[src/rtl/flash_sector_guard.sv]
module flash_sector_guard #(
  parameter int ADDR_W   = 18,
  parameter bit TOP_BOOT = 1'b1,
  parameter int FILT     = 3
) (
  input  logic              clk,
  input  logic              por_n,
  input  logic              ce_n,
  input  logic              oe_n,
  input  logic              we_n,
  input  logic [ADDR_W-1:0] addr,
  input  logic              supply_low,
  input  logic              hv_override,
  input  logic              lockout_cmd,
  input  logic              id_mode,
  output logic              grant,
  output logic              reject,
  output logic [2:0]        sector,
  output logic [7:0]        id_dout
);
  localparam int CW = $clog2(FILT + 1);
  localparam int US = ADDR_W - 6;
  localparam logic [ADDR_W-1:0] STAT_ADDR =
    TOP_BOOT ? ADDR_W'((60 << US) | 2) : ADDR_W'(2);

  logic [5:0]    unit;
  logic [2:0]    sec;
  logic [CW-1:0] cnt;
  logic          ovr_run, locked;
  logic          low, fire, write, boot, held, refuse;

  assign unit = addr[ADDR_W-1 -: 6];

  always_comb begin
    if (TOP_BOOT) begin
      if (unit >= 6'd60)      sec = 3'd0;
      else if (unit >= 6'd58) sec = 3'd2;
      else if (unit >= 6'd56) sec = 3'd1;
      else if (unit >= 6'd32) sec = 3'd3;
      else                    sec = 3'd4;
    end else begin
      if (unit < 6'd4)        sec = 3'd0;
      else if (unit < 6'd6)   sec = 3'd1;
      else if (unit < 6'd8)   sec = 3'd2;
      else if (unit < 6'd32)  sec = 3'd3;
      else                    sec = 3'd4;
    end
  end

  assign low    = !ce_n && !we_n;
  assign fire   = low && (cnt == CW'(FILT - 1));
  assign write  = fire && oe_n;
  assign boot   = (sec == 3'd0);
  assign held   = ovr_run && hv_override;
  assign refuse = supply_low || (boot && locked && !held);

  always_ff @(posedge clk or negedge por_n) begin
    if (!por_n) begin
      cnt     <= '0;
      ovr_run <= 1'b1;
      locked  <= 1'b0;
      grant   <= 1'b0;
      reject  <= 1'b0;
      sector  <= 3'd0;
    end else begin
      if (!low)                    cnt <= '0;
      else if (cnt != CW'(FILT))   cnt <= cnt + 1'b1;
      ovr_run <= low ? held : 1'b1;
      if (lockout_cmd) locked <= 1'b1;
      grant  <= write && !refuse;
      reject <= write && refuse;
      if (write) sector <= sec;
    end
  end

  assign id_dout = (id_mode && !ce_n && !oe_n && addr == STAT_ADDR) ? {7'b0, locked} : 8'h00;

  p_single_outcome_r2: assert property (@(posedge clk) disable iff (!por_n)
    !(grant && reject));
  p_strobe_low_r3: assert property (@(posedge clk) disable iff (!por_n)
    (grant || reject) |-> $past(!ce_n && !we_n && oe_n));
  p_supply_r5: assert property (@(posedge clk) disable iff (!por_n)
    grant |-> !$past(supply_low));
  p_lock_set_r6: assert property (@(posedge clk) disable iff (!por_n)
    lockout_cmd |=> locked);
  p_lock_sticky_r8: assert property (@(posedge clk) disable iff (!por_n)
    locked |=> locked);
  p_boot_guard_r7: assert property (@(posedge clk) disable iff (!por_n)
    (grant && sector == 3'd0) |-> (!$past(locked) || $past(hv_override)));
  p_pulse_r2: assert property (@(posedge clk) disable iff (!por_n)
    grant |=> !grant);
endmodule

[config.mk]
export PLATFORM = sky130hd
export DESIGN_NAME = flash_sector_guard
export DESIGN_NICKNAME = d
export VERILOG_FILES = /design/src/rtl/flash_sector_guard.sv
export SDC_FILE = /design/constraint.sdc
export NUM_CORES = 1
export LEC_CHECK = 0
export BUFFER_PORTS_ARGS = -buffer_cell sky130_fd_sc_hd__buf_4
export CORE_MARGIN = 2
export CORE_UTILIZATION = 37
export CTS_CLUSTER_SIZE = 16
export DETAILED_ROUTE_END_ITERATION = 10
export GPL_TIMING_DRIVEN = 0
export PLACE_DENSITY = 0.8
export SETUP_SLACK_MARGIN = 0.15
export SYNTH_ARGS = -nofsm -noshare
export SYNTH_HDL_FRONTEND = slang
export SYNTH_SLANG_ARGS = --single-unit
[constraint.sdc]
create_clock -name clk -period 1.6 [get_ports clk]
set_input_delay 0.32 -clock clk [delete_from_list [all_inputs] [get_ports clk]]
set_output_delay 0.32 -clock clk [all_outputs]
set_load 0.02 [all_outputs]
# After elaboration in Yosys (flattened, before gate mapping)
# Index checks and enable logic that the tools add are counted.
# Widths: inputs -> output; s select.
# word_totals
ff_bits	9
word_cells	41
output_inout_bits	13
inputBits	27
# op_classes
n_addsub	1
n_mux	8
eq_ne	4
order_cmp	4
n_reduce_logical	18
# ops
cell	count
$ge 6x6->1 const B	4
$eq 18x18->1 const B	1
$mux 3	4
$logic_and 1x1->1	11
$logic_not 1->1	5
$mux 2	2
$logic_not 3->1	1
$add 2x1->2 const B	1
$eq 2x2->1 const B	1
$mux 1	2
$ne 2x1->1 const B	1
$ne 2x2->1 const B	1
$logic_or 1x1->1	1

# Logic depth before layout (Yosys ltp)
# Gate-level depths: netlist of the first run.
# logic_depth
depth_word	11
mapped_depth	6
ltp_nobuf	5

# Worst setup path after synthesis of the first run
# No wires, ideal clock.
# synth_path
path_type	input to output
startpoint	input oe_n
endpoint	output id_dout[0]
setup_slack_ns	0.044
cell_stages	3
n_path_buf	0
arrival_ns	1.236
required_time_ns	1.280
cell_sequence	or4b_4 > nor3_2 > and4_1
# synth_between
elab_chain_len	4
# synth_rtl
item	line_no	rtl
start, declared	9	input logic oe_n,
$logic_not 1->1	76	assign id_dout = (id_mode && !ce_n && !oe_n && addr == STAT_ADDR) ? {7'b0, locked} : 8'h00;
$logic_and 1x1->1 (2 in series)	76	
$mux 1	76	
end, declared	19	output logic [7:0] id_dout
# No other way between the ends.

# Worst setup path after layout of the first run
# Same ends and word-level chain as after synthesis.

==> results.py, run 1 <==
metrics = {
    "sta": {
        "hold_violations": 0,
        "skew_ns": 0.00146,
        "fmax_mhz": 594,
        "slew_viol_final": 0,
        "fin_hold_ws_ns": 0.231,
        "finalCritPeriodShare_pct": 105,
        "setup_viol": 1,
        "setup_ws_ns": -0.0839,
        "fin_crit_ns": 1.68,
        "rsz0062_at_grt": "true",
    },
    "placement": {
        "place.gp.congestion": 0.702,
        "io_buffers": 32,
        "dp_hpwl_um": 983,
        "placed_area_um2": 790,
    },
    "clocking": {
        "cts_sinks": 9,
        "cts_tree": "done",
        "clk_latency_ns": 0.27,
        "cts-buffers-inserted": 3,
        "clock-root-buffer": "clkbuf_4",
        "cts.htree.levels": 1,
        "clockBufferDepth": 2,
        "clk_pin_slew_ns": 0.06,
    },
    "status": {
        "status": "complete, but fails checks",
        "violations": "setup timing",
    },
    "finish": {
        "final_util_pct": 64.8,
        "mostFrequentLayoutCells": "buf_4, dfrtp_1, conb_1",
        "n_antenna_cell": 0,
        "areaGrowthSynthToFinish_pct": 64.9,
        "drive_gt1_share_pct": 49.0,
        "layout_commonest_cell": "buf_4",
        "nets": 126,
        "n_fill_cell": 113,
        "fin_area_um2": 833,
    },
    "synthesis": {
        "syn-cell-area_um2": 505,
        "syn_area_per_cell_um2": 9.54,
        "ys_warn_count": 0,
        "syn_inst": 53,
        "synth_cell_type_count": 23,
        "synth-seq-area-share_pct": 44.8,
        "synth-seq-cells": 9,
    },
    "floorplanning": {
        "die_h_um": 41.0,
        "rows": 13,
        "die_area_um2": 1680,
        "die_w_um": 41.0,
        "ios": 40,
        "initial_core_util_pct": 39.3,
        "coreArea_um2": 1280,
    },
    "flow_run": {
        "maxCapViolCount": 0,
    },
    "worst_setup_path": {
        "cp_max_fo": 2,
        "cp.arrival_ns": 1.36,
        "slowest_stage": "or4b_4",
        "cp-start-kind": "input pin",
        "crit_type": "input pin to output pin",
        "cp_slowest_stage_delay_ns": 0.52,
        "required_ns": 1.28,
        "cp_cell_sequence": "buf_6, or4b_4, nor3_2, and4_4, buf_6",
        "path_common_cell": "buf_6",
        "end_kind": "output pin",
    },
    "routing": {
        "routedWlPerCell_um": 11.2,
        "avgViaCountPerCell": 4.55,
        "vias": 505,
        "first_pass_iters": 1,
        "finalWirelength_um": 1250,
        "drc_errors": 0,
        "drtIter0Drc": 0,
        "ant_nets": 0,
    },
    "grt": {
        "grt_overflow": 0,
        "antenna_found_initial": 0,
        "grt_first_pass_wirelength_um": 1790,
        "grt_pass1_vias": 459,
        "grt_max_degree": 10,
        "track_usage_pct": 17.4,
    },
    "pwr": {
        "vdd_ir_drop_max_uv": 366,
        "p_int_uw": 419,
        "p_leak_uw": 0.000442,
        "power.share.sequential_pct": 43.5,
        "sw_frac_of_total_pct": 27.1,
        "power-per-cell-area_nw_per_um2": 689,
        "total_power_uw": 574,
        "pwr-share-comb_pct": 25.5,
        "switchingPower_uw": 156,
        "p_clk_share_pct": 31.0,
    },
    "hold_path": {
        "hold_path.class": "input pin to register",
    },
}
path summary, 6_finish.rpt:
path                                         start                    end  slack, ns  cells past startpoint
worst max register to register  cnt[0]$_DFFE_PN0P_  sector[0]$_DFFE_PN0P_       0.36                      5
min in group asynchronous                    por_n  sector[0]$_DFFE_PN0P_       0.42                      2
worst min register to register  locked$_DFFE_PN0P_     locked$_DFFE_PN0P_       0.46                      1
worst min-delay path                          we_n     cnt[0]$_DFFE_PN0P_       0.23                      2
max in group asynchronous                    por_n      ovr_run$_DFF_PN1_       0.97                      2
worst max-delay path                          oe_n             id_dout[0]      -0.08                      5
per-stage QoR:
| step | setup WS (ns) | std cells | TNS (ns) |
|---|---|---|---|
| floorplan | 0.0895 | 59 | 0 |
| global placement | -0.131 | 106 | -0.131 |
| detailed placement | -0.124 | 106 | -0.124 |
| CTS | -0.0905 | 111 | -0.0905 |
| global route | -0.120 | 111 | -0.120 |
| finish | -0.0839 | 111 | -0.0839 |
repair_timing:
item | 4_1_cts | 5_1_grt
setup endpoints to repair | 1 | 1
buffers inserted | 0 | 0
endpoints found under the hold margin | 8 | 0
gates resized for setup | 2 | 0
hold buffers | 1 | 0
cloned | 0 | 0
worst max-delay path, delay by kind of cell:
family / cells / cell delay [ns]
buffers and inverters: 2 / 0.20
AND/OR/NAND/NOR: 3 / 0.84
sequential cells by signal, indices dropped and copies added (netlist names):
register and count:
grant 1, locked 1, sector 3, cnt 2, ovr_run 1, reject 1
cell families after synthesis:
logic type	share of synthesized area, %
DFF	44.8
and+or+nand+nor	28.7
adders and majority gates	4.95
xor gates and xnor gates	1.73
AOI/OAI and AO/OA	7.18
other	0.742
buffers and inverters	11.9
Yosys cell counts:
library cell,n,area share [%]
a21oi_1,1,0.99
a31oi_1,1,1.2
and3_1,1,1.2
and4_1,2,3.5
buf_4,7,10
clkbuf_1,1,0.74
conb_1,1,0.74
dfrtp_1,8,40
dfstp_2,1,5.2
ha_1,2,4.9
inv_1,1,0.74
nand2_1,6,4.5
nand4bb_1,1,2.2
nor2_1,4,3.0
nor2b_1,2,2.5
nor3_1,3,3.0
nor3_2,1,2.0
nor4_1,1,1.2
nor4b_1,1,1.7
o21ai_0,5,4.9
or2_2,1,1.2
or4b_4,1,2.7
xor2_1,1,1.7
final cells by class:
type	count	area, µm²	share of cell area, %
timing repair buffer	33	258	30.9
multi-input combinational	41	244	29.3
sequential	9	226	27.2
buffer	8	56.3	6.76
clock buffer	4	26.3	3.15
tap	15	18.8	2.25
inverter	1	3.75	0.450
power by group through the flow:
stage | Clock [µW] | Sequential [µW] | Combinational (µW)
after floorplan | 0 | 265 | 52.0
after global placement | 0 | 253 | 140
after detailed placement | 0 | 253 | 144
after CTS | 185 | 249 | 148
after global routing | 194 | 251 | 162
final | 178 | 250 | 147
per-layer routing:
metal  vias to the layer above  share of wire (%)  track usage (%)
met5                         -                  0                0
met4                         0                1.2             7.50
met3                         3                 16             9.24
met2                        32                 50             32.4
met1                       216                 33             15.1
li1                        254                  -                -
Power figures use the tool's default switching activity.
==> run 2: changes to the inputs <==
--- a/config.mk
+++ b/config.mk
@@ -11,8 +11,9 @@
 export CTS_CLUSTER_SIZE = 16
 export DETAILED_ROUTE_END_ITERATION = 10
 export GPL_TIMING_DRIVEN = 0
-export PLACE_DENSITY = 0.8
+export PLACE_DENSITY = 0.76
 export SETUP_SLACK_MARGIN = 0.15
 export SYNTH_ARGS = -nofsm -noshare
 export SYNTH_HDL_FRONTEND = slang
 export SYNTH_SLANG_ARGS = --single-unit
+export TNS_END_PERCENT = 10
==> results.py, run 2 (synthesized netlist as in run 1, its figures left out) <==
metrics = {
    "status": {
        "status": "complete, but fails checks",
        "violations": "setup timing",
    },
    "placement": {
        "place.gp.congestion": 0.699,
        "placed_area_um2": 790,
        "dp_hpwl_um": 1010,
        "dp_cells": 106,
        "io_buffers": 32,
    },
    "routing": {
        "drc_errors": 0,
        "avgViaCountPerCell": 4.48,
        "ant_nets": 0,
        "routedWlPerCell_um": 10.5,
        "vias": 497,
        "first_pass_iters": 4,
        "drtIter0Drc": 1,
        "finalWirelength_um": 1170,
    },
    "sta": {
        "fin_crit_ns": 1.71,
        "setup_ws_ns": -0.108,
        "fmax_mhz": 586,
        "tns_ns": -0.108,
        "setup_viol": 1,
        "hold_violations": 0,
        "slew_viol_final": 0,
        "rsz0062_at_grt": "true",
        "finalCritPeriodShare_pct": 107,
        "skew_ns": 0.00356,
    },
    "grt": {
        "antenna_found_initial": 0,
        "grt_overflow": 0,
        "grt_pass1_vias": 458,
        "grt_first_pass_wirelength_um": 1900,
        "grt_max_degree": 10,
        "track_usage_pct": 18.1,
    },
    "worst_setup_path": {
        "crit_type": "input pin to output pin",
        "end_kind": "output pin",
        "cp.arrival_ns": 1.39,
        "cp-start-kind": "input pin",
        "r2r_slack_ns": 0.38,
        "cp_max_fo": 2,
        "required_ns": 1.28,
    },
    "finish": {
        "areaGrowthSynthToFinish_pct": 64.9,
        "instances_no_fill": 111,
        "layout_commonest_cell": "buf_4",
        "biggestRegsByFlops": "sector x3, cnt x2",
        "mostFrequentLayoutCells": "buf_4, dfrtp_1, conb_1",
        "nets": 126,
        "n_fill_cell": 117,
        "top_register": "sector",
        "fin_area_um2": 833,
        "drive_gt1_share_pct": 49.0,
        "n_antenna_cell": 0,
        "largest_reg_flops": 3,
    },
    "pwr": {
        "vdd_ir_drop_max_uv": 568,
        "p_leak_uw": 0.000442,
        "power-per-cell-area_nw_per_um2": 685,
        "total_power_uw": 571,
    },
    "flow_run": {
        "maxCapViolCount": 0,
    },
    "floorplanning": {
        "ios": 40,
        "rows": 13,
        "initial_core_util_pct": 39.3,
        "coreArea_um2": 1280,
        "die_h_um": 41.0,
        "die_w_um": 41.0,
        "die_area_um2": 1680,
    },
    "clocking": {
        "cts_sinks": 9,
        "clk_pin_slew_ns": 0.06,
        "clockBufferDepth": 2,
        "clock-root-buffer": "clkbuf_4",
        "cts-buffers-inserted": 3,
        "cts_tree": "done",
        "clk_latency_ns": 0.26,
        "post_cts_buffers": 0,
        "cts.htree.levels": 1,
    },
    "hold_path": {
        "hold_path.class": "input pin to register",
    },
}
## run 2: cell counts in the layout (fill, tap and decap cells not counted)
Identical to the previous run, type by type.
## run 2: metal layers
layer	GRT usage (%)	routed length [µm]	vias to the layer above
met1	18.7	433	217
li1	-	-	255
met3	10.3	119	2
met2	30.1	604	23
met4	6.67	7	0
met5	0	0	-
## run 2: cell type report
cell class,count,area [µm²],area share [%]
plain buffers,8,56.3,6.76
repair buffers,33,258,30.9
inverters,1,3.75,0.450
clock buffers,4,26.3,3.15
multi-input cells,41,244,29.3
well taps,15,18.8,2.25
flip-flops and latches,9,226,27.2
## run 2: critical path, cell delays in order
cell and delay (ns):
buf_6 0.09, or4b_4 0.53, nor3_2 0.11, and4_4 0.22, buf_6 0.11
## run 2: what timing repair did
| item | CTS | global route |
|---|---|---|
| gates cloned | 0 | 0 |
| setup endpoints to repair | 1 | 1 |
| gates resized for setup | 2 | 0 |
| hold buffers | 1 | 0 |
| endpoints found under the hold margin | 8 | 0 |
## run 2: worst paths after layout
check	startpoint	to	cells after the start
setup / recovery	oe_n	id_dout[0]	5
hold / removal	we_n	cnt[1]$_DFFE_PN0P_	2
setup reg to reg	cnt[0]$_DFFE_PN0P_	sector[1]$_DFFE_PN0P_	5
hold reg to reg	locked$_DFFE_PN0P_	locked$_DFFE_PN0P_	1
max in group asynchronous	por_n	ovr_run$_DFF_PN1_	2
min in group asynchronous	por_n	grant$_DFF_PN0_	2
## run 2: stage by stage
| step | setup slack (ns) | util, % | hold slack (ns) |
|---|---|---|---|
| CTS | -0.114 | 64.8 | 0.236 |
| detailed placement | -0.155 | 61.4 | 0.150 |
| floorplan | 0.0895 | - | 0.0244 |
| finish | -0.108 | 64.8 | 0.241 |
| global placement | -0.136 | 61.4 | 0.146 |
| global route | -0.175 | 64.8 | 0.237 |
## run 2: where the power goes
part / leakage (µW) / internal (µW) / switching, µW
clock network: 0.0000150 / 96.2 / 80.1
registers: 0.000115 / 242 / 7.12
logic: 0.000312 / 80.6 / 65.2
==> run 3: changes to the inputs <==
--- a/config.mk
+++ b/config.mk
@@ -6,12 +6,14 @@
 export NUM_CORES = 1
 export LEC_CHECK = 0
 export BUFFER_PORTS_ARGS = -buffer_cell sky130_fd_sc_hd__buf_4
+export CELL_PAD_IN_SITES_DETAIL_PLACEMENT = 2
+export CELL_PAD_IN_SITES_GLOBAL_PLACEMENT = 2
 export CORE_MARGIN = 2
-export CORE_UTILIZATION = 37
+export CORE_UTILIZATION = 19
 export CTS_CLUSTER_SIZE = 16
 export DETAILED_ROUTE_END_ITERATION = 10
 export GPL_TIMING_DRIVEN = 0
-export PLACE_DENSITY = 0.76
+export PLACE_DENSITY = 0.74
 export SETUP_SLACK_MARGIN = 0.15
 export SYNTH_ARGS = -nofsm -noshare
 export SYNTH_HDL_FRONTEND = slang
==> results.py, run 3 (synthesized netlist as in run 1, its figures left out) <==
metrics = {
    "clocking": {
        "cts.htree.levels": 1,
        "cts_sinks": 9,
        "cts_tree": "done",
        "clk_latency_ns": 0.26,
        "clk_pin_slew_ns": 0.07,
        "clockBufferDepth": 2,
        "clock-root-buffer": "clkbuf_4",
        "cts-buffers-inserted": 3,
    },
    "routing": {
        "finalWirelength_um": 1640,
        "highest_layer": "met4",
        "first_pass_iters": 2,
        "routedWlPerCell_um": 13.0,
        "vias": 533,
        "ant_nets": 0,
        "met3WireLength_um": 118,
        "avgViaCountPerCell": 4.23,
        "drtIter0Drc": 4,
        "wl_met1_um": 618,
        "drc_errors": 0,
        "wl_met2_um": 886,
    },
    "worst_setup_path": {
        "cp.arrival_ns": 1.39,
        "cp_max_fo": 2,
        "crit_type": "input pin to output pin",
        "cp-start-kind": "input pin",
        "end_kind": "output pin",
        "required_ns": 1.28,
    },
    "floorplanning": {
        "initial_core_util_pct": 20.2,
        "die_h_um": 55.6,
        "ios": 40,
        "rows": 18,
        "coreArea_um2": 2500,
        "die_w_um": 55.6,
        "die_area_um2": 3090,
    },
    "placement": {
        "post-place-ws_ns": -0.156,
        "dp_cells": 121,
        "dp_hpwl_um": 1370,
        "place.gp.congestion": 0.655,
        "io_buffers": 32,
    },
    "sta": {
        "rsz0062_at_grt": "true",
        "skew_ns": 0.000691,
        "fin_crit_ns": 1.71,
        "fmax_mhz": 586,
        "finalCritPeriodShare_pct": 107,
        "hold_violations": 0,
        "setup_viol": 1,
        "setup_ws_ns": -0.107,
        "fin_hold_ws_ns": 0.239,
        "slew_viol_final": 0,
    },
    "finish": {
        "biggestRegsByFlops": "sector x3, cnt x2",
        "multiInputGateArea_um2": 244,
        "largest_reg_flops": 3,
        "n_fill_cell": 305,
        "areaGrowthSynthToFinish_pct": 69.6,
        "nets": 126,
        "instances_no_fill": 126,
        "mostFrequentLayoutCells": "buf_4, dfrtp_1, conb_1",
        "n_antenna_cell": 0,
        "drive_gt1_share_pct": 50.0,
        "layout_commonest_cell": "buf_4",
        "top_register": "sector",
        "regArea_um2": 226,
    },
    "grt": {
        "antenna_found_initial": 0,
        "track_usage_pct": 12.1,
        "grt_overflow": 0,
        "grt_max_degree": 10,
        "grt_first_pass_wirelength_um": 2930,
        "grt_pass1_vias": 604,
    },
    "status": {
        "status": "complete, but fails checks",
        "violations": "setup timing",
    },
    "pwr": {
        "power-per-cell-area_nw_per_um2": 678,
        "p_leak_uw": 0.000446,
        "vdd_ir_drop_max_uv": 340,
    },
    "flow_run": {
        "maxCapViolCount": 0,
    },
    "hold_path": {
        "hold_path.class": "input pin to register",
    },
}
run 3: cell types whose count changed in the layout (fill, tap and decap cells not counted):
cell / change
buf_6: +1
buf_4: -1
clkbuf_1: -1
clkbuf_2: +1
run 3: worst max-delay path, cell delays in order:
cell and delay (ns):
buf_6 0.09, or4b_4 0.52, nor3_2 0.12, and4_4 0.22, buf_6 0.11
run 3: final timing paths:
path | startpoint | end | slack, ns | cells past startpoint
worst max register to register | cnt[0]$_DFFE_PN0P_ | sector[0]$_DFFE_PN0P_ | 0.40 | 6
min in group asynchronous | por_n | sector[2]$_DFFE_PN0P_ | 0.43 | 2
worst min register to register | locked$_DFFE_PN0P_ | locked$_DFFE_PN0P_ | 0.47 | 1
max in group asynchronous | por_n | ovr_run$_DFF_PN1_ | 0.95 | 2
worst max-delay path | oe_n | id_dout[0] | -0.11 | 5
worst min-delay path | we_n | cnt[0]$_DFFE_PN0P_ | 0.24 | 2
run 3: layout make-up:
type                            instances  share of cell area [%]
Buffer                                  8                    6.72
Clock buffer                            4                    3.07
Inverter                                1                   0.438
Multi-Input combinational cell         41                    28.5
Sequential cell                         9                    26.4
Tap cell                               30                    4.38
Timing Repair Buffer                   33                    30.5
run 3: report_power, final:
| part | total, µW | leakage, µW | internal (µW) | switching (µW) |
|---|---|---|---|---|
| registers | 250 | 0.000115 | 242 | 8.24 |
| logic | 151 | 0.000316 | 81.7 | 69.2 |
| clock network | 180 | 0.0000150 | 96.2 | 84.0 |
| total | 581 | 0.000446 | 420 | 162 |
run 3: metal layers:
metal	vias up	global-route usage, %
met4	0	4.18
met3	2	4.42
li1	253	-
met1	258	13.3
met5	-	0
met2	20	21.1
run 3: timing repair:
action,in CTS,in global routing
endpoints found under the setup margin,1,3
gates resized for setup,3,2
buffers inserted,0,0
hold endpoints to repair,8,0
hold buffers,1,0
run 3: per-stage QoR:
stage / util (%) / power [µW] / setup TNS (ns) / cell area, µm²
2_1_floorplan: - / 317 / 0 / 531
3_3_place_gp: 32.3 / 397 / -0.159 / 808
3_5_place_dp: 32.3 / 402 / -0.156 / 808
4_1_cts: 34.2 / 590 / -0.119 / 856
5_1_grt: 34.3 / 619 / -0.137 / 857
6_report: 34.3 / 581 / -0.107 / 857
